File: src/rtl/dmairq_pkg.sv
// Package: shared constants and register-offset functions for the DMA
// interrupt aggregator. Assumes byte offsets fit in 12 bits.
package dmairq_pkg;

    localparam int NCLS = 3;   // done, error-1, error-2 (index = class)
    localparam int OFFW = 12;

    localparam logic [OFFW-1:0] OFF_SUMMARY = 12'h000;

    // Offset of the enabled-status register of class c.
    function automatic logic [OFFW-1:0] status_off(input int c);
        case (c)
            0:       return 12'h004;
            1:       return 12'h00C;
            default: return 12'h010;
        endcase
    endfunction

    // Offset of the mask register of class c.
    function automatic logic [OFFW-1:0] mask_off(input int c);
        case (c)
            0:       return 12'h018;
            1:       return 12'h020;
            default: return 12'h024;
        endcase
    endfunction

    // Offset of the pending (acknowledge) register of class c.
    function automatic logic [OFFW-1:0] pend_off(input int c);
        return 12'h600 + OFFW'(8 * c);
    endfunction

endpackage

File: src/rtl/dmairq_evt_bank.sv
// Module: one event class. It holds the sticky pending bits and the enable
// mask for NUM_CH channels. Assumes event inputs are already synchronous
// to clk. A new event wins over an acknowledge of the same bit.
module dmairq_evt_bank #(
    parameter int NUM_CH = 16
) (
    input  logic              clk,
    input  logic              rst_n,
    input  logic [NUM_CH-1:0] evt_i,
    input  logic [NUM_CH-1:0] ack_i,
    input  logic              mask_we_i,
    input  logic [NUM_CH-1:0] mask_wdata_i,
    output logic [NUM_CH-1:0] pend_o,
    output logic [NUM_CH-1:0] mask_o,
    output logic [NUM_CH-1:0] enabled_o
);

    logic [NUM_CH-1:0] pend_q;
    logic [NUM_CH-1:0] mask_q;

    // Pending bits: clear the acknowledged bits, then set the new events on top.
    always_ff @(posedge clk) begin
        if (!rst_n) pend_q <= '0;
        else        pend_q <= (pend_q & ~ack_i) | evt_i;
    end

    // Mask register: loaded whole on a write.
    always_ff @(posedge clk) begin
        if (!rst_n)         mask_q <= '0;
        else if (mask_we_i) mask_q <= mask_wdata_i;
    end

    assign pend_o    = pend_q;
    assign mask_o    = mask_q;
    assign enabled_o = pend_q & mask_q;

endmodule

File: src/rtl/dmairq_reg_port.sv
// Module: address decode and registered read mux for the aggregator.
// Assumes NUM_CH < DATA_W and that at most one access is made per cycle.
// A read returns the state from before the edge that samples the strobe.
module dmairq_reg_port
    import dmairq_pkg::*;
#(
    parameter int NUM_CH = 16,
    parameter int ADDR_W = 12,
    parameter int DATA_W = 32
) (
    input  logic                        clk,
    input  logic                        rst_n,
    input  logic                        wr_i,
    input  logic                        rd_i,
    input  logic [ADDR_W-1:0]           addr_i,
    input  logic [DATA_W-1:0]           wdata_i,
    input  logic [NCLS-1:0][NUM_CH-1:0] pend_i,
    input  logic [NCLS-1:0][NUM_CH-1:0] mask_i,
    input  logic [NCLS-1:0][NUM_CH-1:0] enabled_i,
    input  logic [NUM_CH-1:0]           summary_i,
    output logic [NCLS-1:0]             mask_we_o,
    output logic [NUM_CH-1:0]           mask_wdata_o,
    output logic [NCLS-1:0][NUM_CH-1:0] ack_o,
    output logic [DATA_W-1:0]           rdata_o
);

    logic [NCLS-1:0]   hit_status;
    logic [NCLS-1:0]   hit_mask;
    logic [NCLS-1:0]   hit_pend;
    logic              hit_summary;
    logic [DATA_W-1:0] rd_next;
    logic [DATA_W-1:0] rdata_q;
    logic              unused_wdata_hi;

    assign hit_summary     = (addr_i == ADDR_W'(OFF_SUMMARY));
    assign mask_wdata_o    = wdata_i[NUM_CH-1:0];
    assign unused_wdata_hi = ^wdata_i[DATA_W-1:NUM_CH];

    // Per-class decode: one set of compares for each class.
    for (genvar c = 0; c < NCLS; c++) begin : g_cls
        assign hit_status[c] = (addr_i == ADDR_W'(status_off(c)));
        assign hit_mask[c]   = (addr_i == ADDR_W'(mask_off(c)));
        assign hit_pend[c]   = (addr_i == ADDR_W'(pend_off(c)));
        assign mask_we_o[c]  = wr_i & hit_mask[c];
        assign ack_o[c]      = (wr_i && hit_pend[c]) ? wdata_i[NUM_CH-1:0] : '0;
    end

    // Read mux: select the addressed word, zero for unmapped offsets.
    always_comb begin
        rd_next = '0;
        if (hit_summary) rd_next = DATA_W'(summary_i);
        for (int c = 0; c < NCLS; c++) begin
            if (hit_status[c]) rd_next = DATA_W'(enabled_i[c]);
            if (hit_mask[c])   rd_next = DATA_W'(mask_i[c]);
            if (hit_pend[c])   rd_next = DATA_W'(pend_i[c]);
        end
    end

    // Read data register: loads on a read strobe, otherwise holds.
    always_ff @(posedge clk) begin
        if (!rst_n)    rdata_q <= '0;
        else if (rd_i) rdata_q <= rd_next;
    end

    assign rdata_o = rdata_q;

endmodule

File: src/rtl/dmairq_irq_merge.sv
// Module: folds the enabled bits of every class into the per-channel
// summary word and registers the OR of that word as the interrupt line.
module dmairq_irq_merge
    import dmairq_pkg::*;
#(
    parameter int NUM_CH = 16
) (
    input  logic                        clk,
    input  logic                        rst_n,
    input  logic [NCLS-1:0][NUM_CH-1:0] enabled_i,
    output logic [NUM_CH-1:0]           summary_o,
    output logic                        irq_o
);

    logic irq_q;

    // Summary: per-channel OR across all classes.
    always_comb begin
        summary_o = '0;
        for (int c = 0; c < NCLS; c++) summary_o = summary_o | enabled_i[c];
    end

    // Interrupt register: one stage after the summary word.
    always_ff @(posedge clk) begin
        if (!rst_n) irq_q <= 1'b0;
        else        irq_q <= |summary_o;
    end

    assign irq_o = irq_q;

endmodule

File: src/rtl/dmairq_ctrl.sv
// Module: top of the DMA interrupt aggregator. It instantiates one event
// bank per class, the register port and the interrupt merge stage.
// Assumes a synchronous active-low reset and single-cycle event pulses.
module dmairq_ctrl
    import dmairq_pkg::*;
#(
    parameter int NUM_CH = 16,
    parameter int ADDR_W = 12,
    parameter int DATA_W = 32
) (
    input  logic              clk,
    input  logic              rst_n,
    input  logic [NUM_CH-1:0] evt_done_i,
    input  logic [NUM_CH-1:0] evt_err1_i,
    input  logic [NUM_CH-1:0] evt_err2_i,
    input  logic              reg_wr_i,
    input  logic              reg_rd_i,
    input  logic [ADDR_W-1:0] reg_addr_i,
    input  logic [DATA_W-1:0] reg_wdata_i,
    output logic [DATA_W-1:0] reg_rdata_o,
    output logic              irq_o
);

    logic [NCLS-1:0][NUM_CH-1:0] evt_bus;
    logic [NCLS-1:0][NUM_CH-1:0] ack_bus;
    logic [NCLS-1:0][NUM_CH-1:0] pend_bus;
    logic [NCLS-1:0][NUM_CH-1:0] mask_bus;
    logic [NCLS-1:0][NUM_CH-1:0] enabled_bus;
    logic [NCLS-1:0]             mask_we;
    logic [NUM_CH-1:0]           mask_wdata;
    logic [NUM_CH-1:0]           summary;

    assign evt_bus[0] = evt_done_i;
    assign evt_bus[1] = evt_err1_i;
    assign evt_bus[2] = evt_err2_i;

    for (genvar c = 0; c < NCLS; c++) begin : g_bank
        dmairq_evt_bank #(.NUM_CH(NUM_CH)) bank_i (
            .clk          (clk),
            .rst_n        (rst_n),
            .evt_i        (evt_bus[c]),
            .ack_i        (ack_bus[c]),
            .mask_we_i    (mask_we[c]),
            .mask_wdata_i (mask_wdata),
            .pend_o       (pend_bus[c]),
            .mask_o       (mask_bus[c]),
            .enabled_o    (enabled_bus[c])
        );
    end

    dmairq_reg_port #(.NUM_CH(NUM_CH), .ADDR_W(ADDR_W), .DATA_W(DATA_W)) port_i (
        .clk          (clk),
        .rst_n        (rst_n),
        .wr_i         (reg_wr_i),
        .rd_i         (reg_rd_i),
        .addr_i       (reg_addr_i),
        .wdata_i      (reg_wdata_i),
        .pend_i       (pend_bus),
        .mask_i       (mask_bus),
        .enabled_i    (enabled_bus),
        .summary_i    (summary),
        .mask_we_o    (mask_we),
        .mask_wdata_o (mask_wdata),
        .ack_o        (ack_bus),
        .rdata_o      (reg_rdata_o)
    );

    dmairq_irq_merge #(.NUM_CH(NUM_CH)) merge_i (
        .clk       (clk),
        .rst_n     (rst_n),
        .enabled_i (enabled_bus),
        .summary_o (summary),
        .irq_o     (irq_o)
    );

endmodule

File: config.mk
export PLATFORM = sky130hd
export DESIGN_NAME = dmairq_ctrl
export DESIGN_NICKNAME = d
export VERILOG_FILES = /design/src/rtl/dmairq_pkg.sv /design/src/rtl/dmairq_evt_bank.sv /design/src/rtl/dmairq_reg_port.sv /design/src/rtl/dmairq_irq_merge.sv /design/src/rtl/dmairq_ctrl.sv
export SDC_FILE = /design/constraint.sdc
export NUM_CORES = 1
export LEC_CHECK = 0
export BUFFER_PORTS_ARGS = -buffer_cell sky130_fd_sc_hd__buf_4
export CORE_ASPECT_RATIO = 0.5
export CORE_MARGIN = 1
export CORE_UTILIZATION = 54
export CTS_CLUSTER_DIAMETER = 120
export DETAILED_ROUTE_END_ITERATION = 10
export GPL_TIMING_DRIVEN = 0
export PLACE_DENSITY = 0.89
export SLEW_MARGIN = 25
export SYNTH_ARGS = -nofsm -noshare
export SYNTH_HDL_FRONTEND = slang
export SYNTH_SLANG_ARGS = --single-unit
File: constraint.sdc
create_clock -name clk -period 2.8 [get_ports clk]
set_input_delay 0.56 -clock clk [delete_from_list [all_inputs] [get_ports clk]]
set_output_delay 0.56 -clock clk [all_outputs]
set_load 0.01 [all_outputs]
==> summary.txt <==
Run status
  – Status: completed

Placement
  – Placed instance count: 1023
  – HPWL after detailed placement: 18060 um
  – Routability cong.: 0.9819
  – I/O Buffers: 94

Power and ir drop
  – Clock share of power: 52.2%
  – Sequential share of power: 39.1%
  – Int Pwr: 3.246 mW
  – Combinational Power Share: 8.7%
  – Leak pwr: 3.087 nW
  – Pwr/cell area: 558.2 mW/mm^2
  – Worst VDD drop: 0.3320 mV
  – Sw Ratio: 26.05%
  – Switching pwr: 1.143 mW
  – Pwr Total: 4.389 mW

Logic synthesis
  – Synthesized area: 0.006277 mm^2
  – Top_reg_cell synth: dfxtp_1
  – Most instantiated cells after synthesis: 142 x nand2_1, 113 x dfxtp_1, 49 x a21boi_1
  – Most frequent cell after synthesis: nand2_1
  – Top cells by area, synth: dfxtp_1 36%, nand2_1 8.5%, a21boi_1 5.9%, o21a_1 5.0%, a21oi_1 3.8%
  – Yosys Warn Count: 0
  – Yosys cell types: 60
  – Post-synth EDFFs: 0
  – Yosys reg bits: 113
  – Register area share after synthesis: 36.04%
  – Post-Syn Instances: 769
  – Synth async-reset ratio: 0%
  – Share of the synthesized area in the top cell type: 36.04%
  – Cell taking the most area after synthesis: dfxtp_1
  – Syn Area/Cell: 8.163 um^2

GRT
  – First-pass GRT wire length: 38830 um
  – Via count of the first global-routing pass: 6670
  – GRT Residual Overflow: 0
  – Initial antenna violation count: 0
  – GR Util All Layers: 43.94%
  – Largest net degree at the start of global routing: 17

Critical path
  – Critical path arrival: 3.10 ns
  – Critical path type: in -> reg
  – Crit end category: flop
  – WP data required: 3.15 ns
  – CP startpoint kind: primary input
  – Worst Path Max Fanout: 10

Floorplanning
  – Number of cell rows: 27
  – Die X: 154.5 um
  – # IOs: 129
  – Initial cell density of the core: 56.31%
  – Die Y: 78.24 um
  – Core Area: 0.01115 mm^2
  – Die area: 0.01209 mm^2

Final layout
  – Syn-to-layout area delta: 25.27%
  – Post-Layout Cell Count: 1055
  – Ant. Diodes: 0
  – Final net count: 993
  – Final Core Density: 70.54%
  – Layout cells sized above 1: 19.23%
  – FF+latch area: 0.002262 mm^2
  – Multi-input gate area: 0.003684 mm^2
  – FILL cells: 935

Detailed routing
  – DR iter-0 viols: 1027
  – Routed wire length: 26110 um
  – Via count: 7170
  – First-pass DRT Iterations: 5
  – Post-route DRC: 0
  – WL/cell: 24.75 um
  – Vias per cell: 6.796
  – Final ANT Viol Nets: 0

STA
  – Fin crit share: 98.30%
  – Final setup vio count: 0
  – Setup TNS: 0 ns
  – Slew margin rel.: 33.42%
  – Final Hold Viols: 0
  – Fmax: 0.3633 GHz
  – RSZ-0062 raised after global routing: false
  – Final Max Slew Viols: 0
  – Min Tclk post-route: 2.753 ns
  – Slew at the pin closest to its max-slew limit: 0.9911 ns
  – Worst Skew: 0.005045 ns

Clocking
  – Clk buf depth: 2
  – Number of CTS-inserted buffers: 17
  – Clk sinks: 113
  – CTS tree: done
  – Hold Buf Count CTS: 0
  – Clk slew on worst S/H paths: 0.06 ns
  – Clk root buf: clkbuf_16
  – Clk_lat worst skew: 0.42 ns
  – H-tree depth: 4

Job
  – Max cap viols: 0

Min path
  – Hold Path Class: in -> reg
==> critical path, stage by stage <==
cell      delay, ns
clkbuf_1       0.36
or3_1          0.17
clkbuf_1       0.37
nor2_4         0.17
nand3_1        0.50
clkbuf_1       0.67
nand2_1        0.14
a21boi_1       0.16
==> cell usage in the layout, fill, tap and decap left out, types with 9 or more instances in the layout <==
| master | count |
|---|---|
| nand2_1 | 142 |
| dfxtp_1 | 113 |
| buf_4 | 112 |
| a21boi_1 | 49 |
| a21oi_1 | 48 |
| o21a_1 | 42 |
| clkbuf_1 | 41 |
| o21ai_0 | 26 |
| a21boi_0 | 25 |
| a22oi_1 | 25 |
| clkbuf_16 | 17 |
| buf_2 | 16 |
| nor2b_1 | 16 |
| nand3_1 | 16 |
| conb_1 | 16 |
| o211ai_1 | 12 |
| nor3b_1 | 11 |
| a21o_1 | 11 |
| nand4_1 | 10 |
| o2bb2ai_1 | 10 |
| a221oi_1 | 9 |
==> state kept, by name, indices dropped and copies added (netlist names) <==
signal                cells
port_i.rdata_o           16
g_bank.bank_i.mask_o     48
merge_i.irq_o             1
g_bank.bank_i.pend_o     48
==> power by group through the flow <==
stage	registers, mW	clock network (mW)	logic [mW]
after global routing	1.72	2.34	0.403
final	1.71	2.29	0.383
after floorplan	1.73	0	0.181
after global placement	1.74	0	0.355
after CTS	1.71	2.27	0.367
after detailed placement	1.74	0	0.364
==> repair_timing <==
| action | 4_1_cts | 5_1_grt |
|---|---|---|
| setup buffers | 1 | 0 |
| resized for setup | 3 | 1 |
| pin swaps | 1 | 0 |
| setup endpoints to repair | 28 | 4 |
==> kinds of logic after synthesis <==
logic type / synth area share [%]
buffers and inverters: 6.598
other: 0.05974
DFF: 36.04
muxes: 0.1595
and+or+nand+nor: 20.37
AOI/OAI and AO/OA: 36.78
==> per-stage QoR <==
| step | setup slack (ns) | hold slack, ns | instance area, um^2 |
|---|---|---|---|
| 2_1_floorplan | 0.5424 | 0.4396 | 6334 |
| 3_3_place_gp | -0.7205 | 0.4536 | 7221 |
| 3_5_place_dp | -0.7796 | 0.4601 | 7221 |
| 4_1_cts | 0.1651 | 0.3468 | 7859 |
| 5_1_grt | 0.02168 | 0.3403 | 7864 |
| 6_report | 0.04746 | 0.3444 | 7864 |
==> final cells by class <==
type                       instances  share of cell area [%]
multi-input combinational        587                   46.84
sequential                       113                   28.77
timing repair buffer              95                   9.069
clock buffer                      18                   5.457
buffer                            76                   4.901
clock inverter                    14                   2.323
tap                              145                   2.307
inverter                           7                  0.3341
==> per-layer routing <==
layer | vias to the layer above | track usage, % | part of all wire, %
li1 | 3086 | - | -
met1 | 3365 | 56.87 | 39
met2 | 614 | 65.38 | 42
met3 | 105 | 16.18 | 15
met4 | 0 | 19.60 | 3.7
met5 | - | 0 | 0
==> worst paths after layout <==
| check | start | slack [ns] | end | cells past startpoint |
|---|---|---|---|---|
| worst min-delay path | evt_done_i[8] | 0.34 | g_bank[0].bank_i.pend_o[8] | 2 |
| worst min register to register | g_bank[0].bank_i.mask_o[6] | 0.47 | g_bank[0].bank_i.mask_o[6] | 2 |
| worst max-delay path | reg_addr_i[0] | 0.05 | g_bank[2].bank_i.mask_o[13] | 8 |
| worst max register to register | g_bank[1].bank_i.pend_o[2] | 0.40 | merge_i.irq_o | 5 |
(Power assumes the default switching activity.)
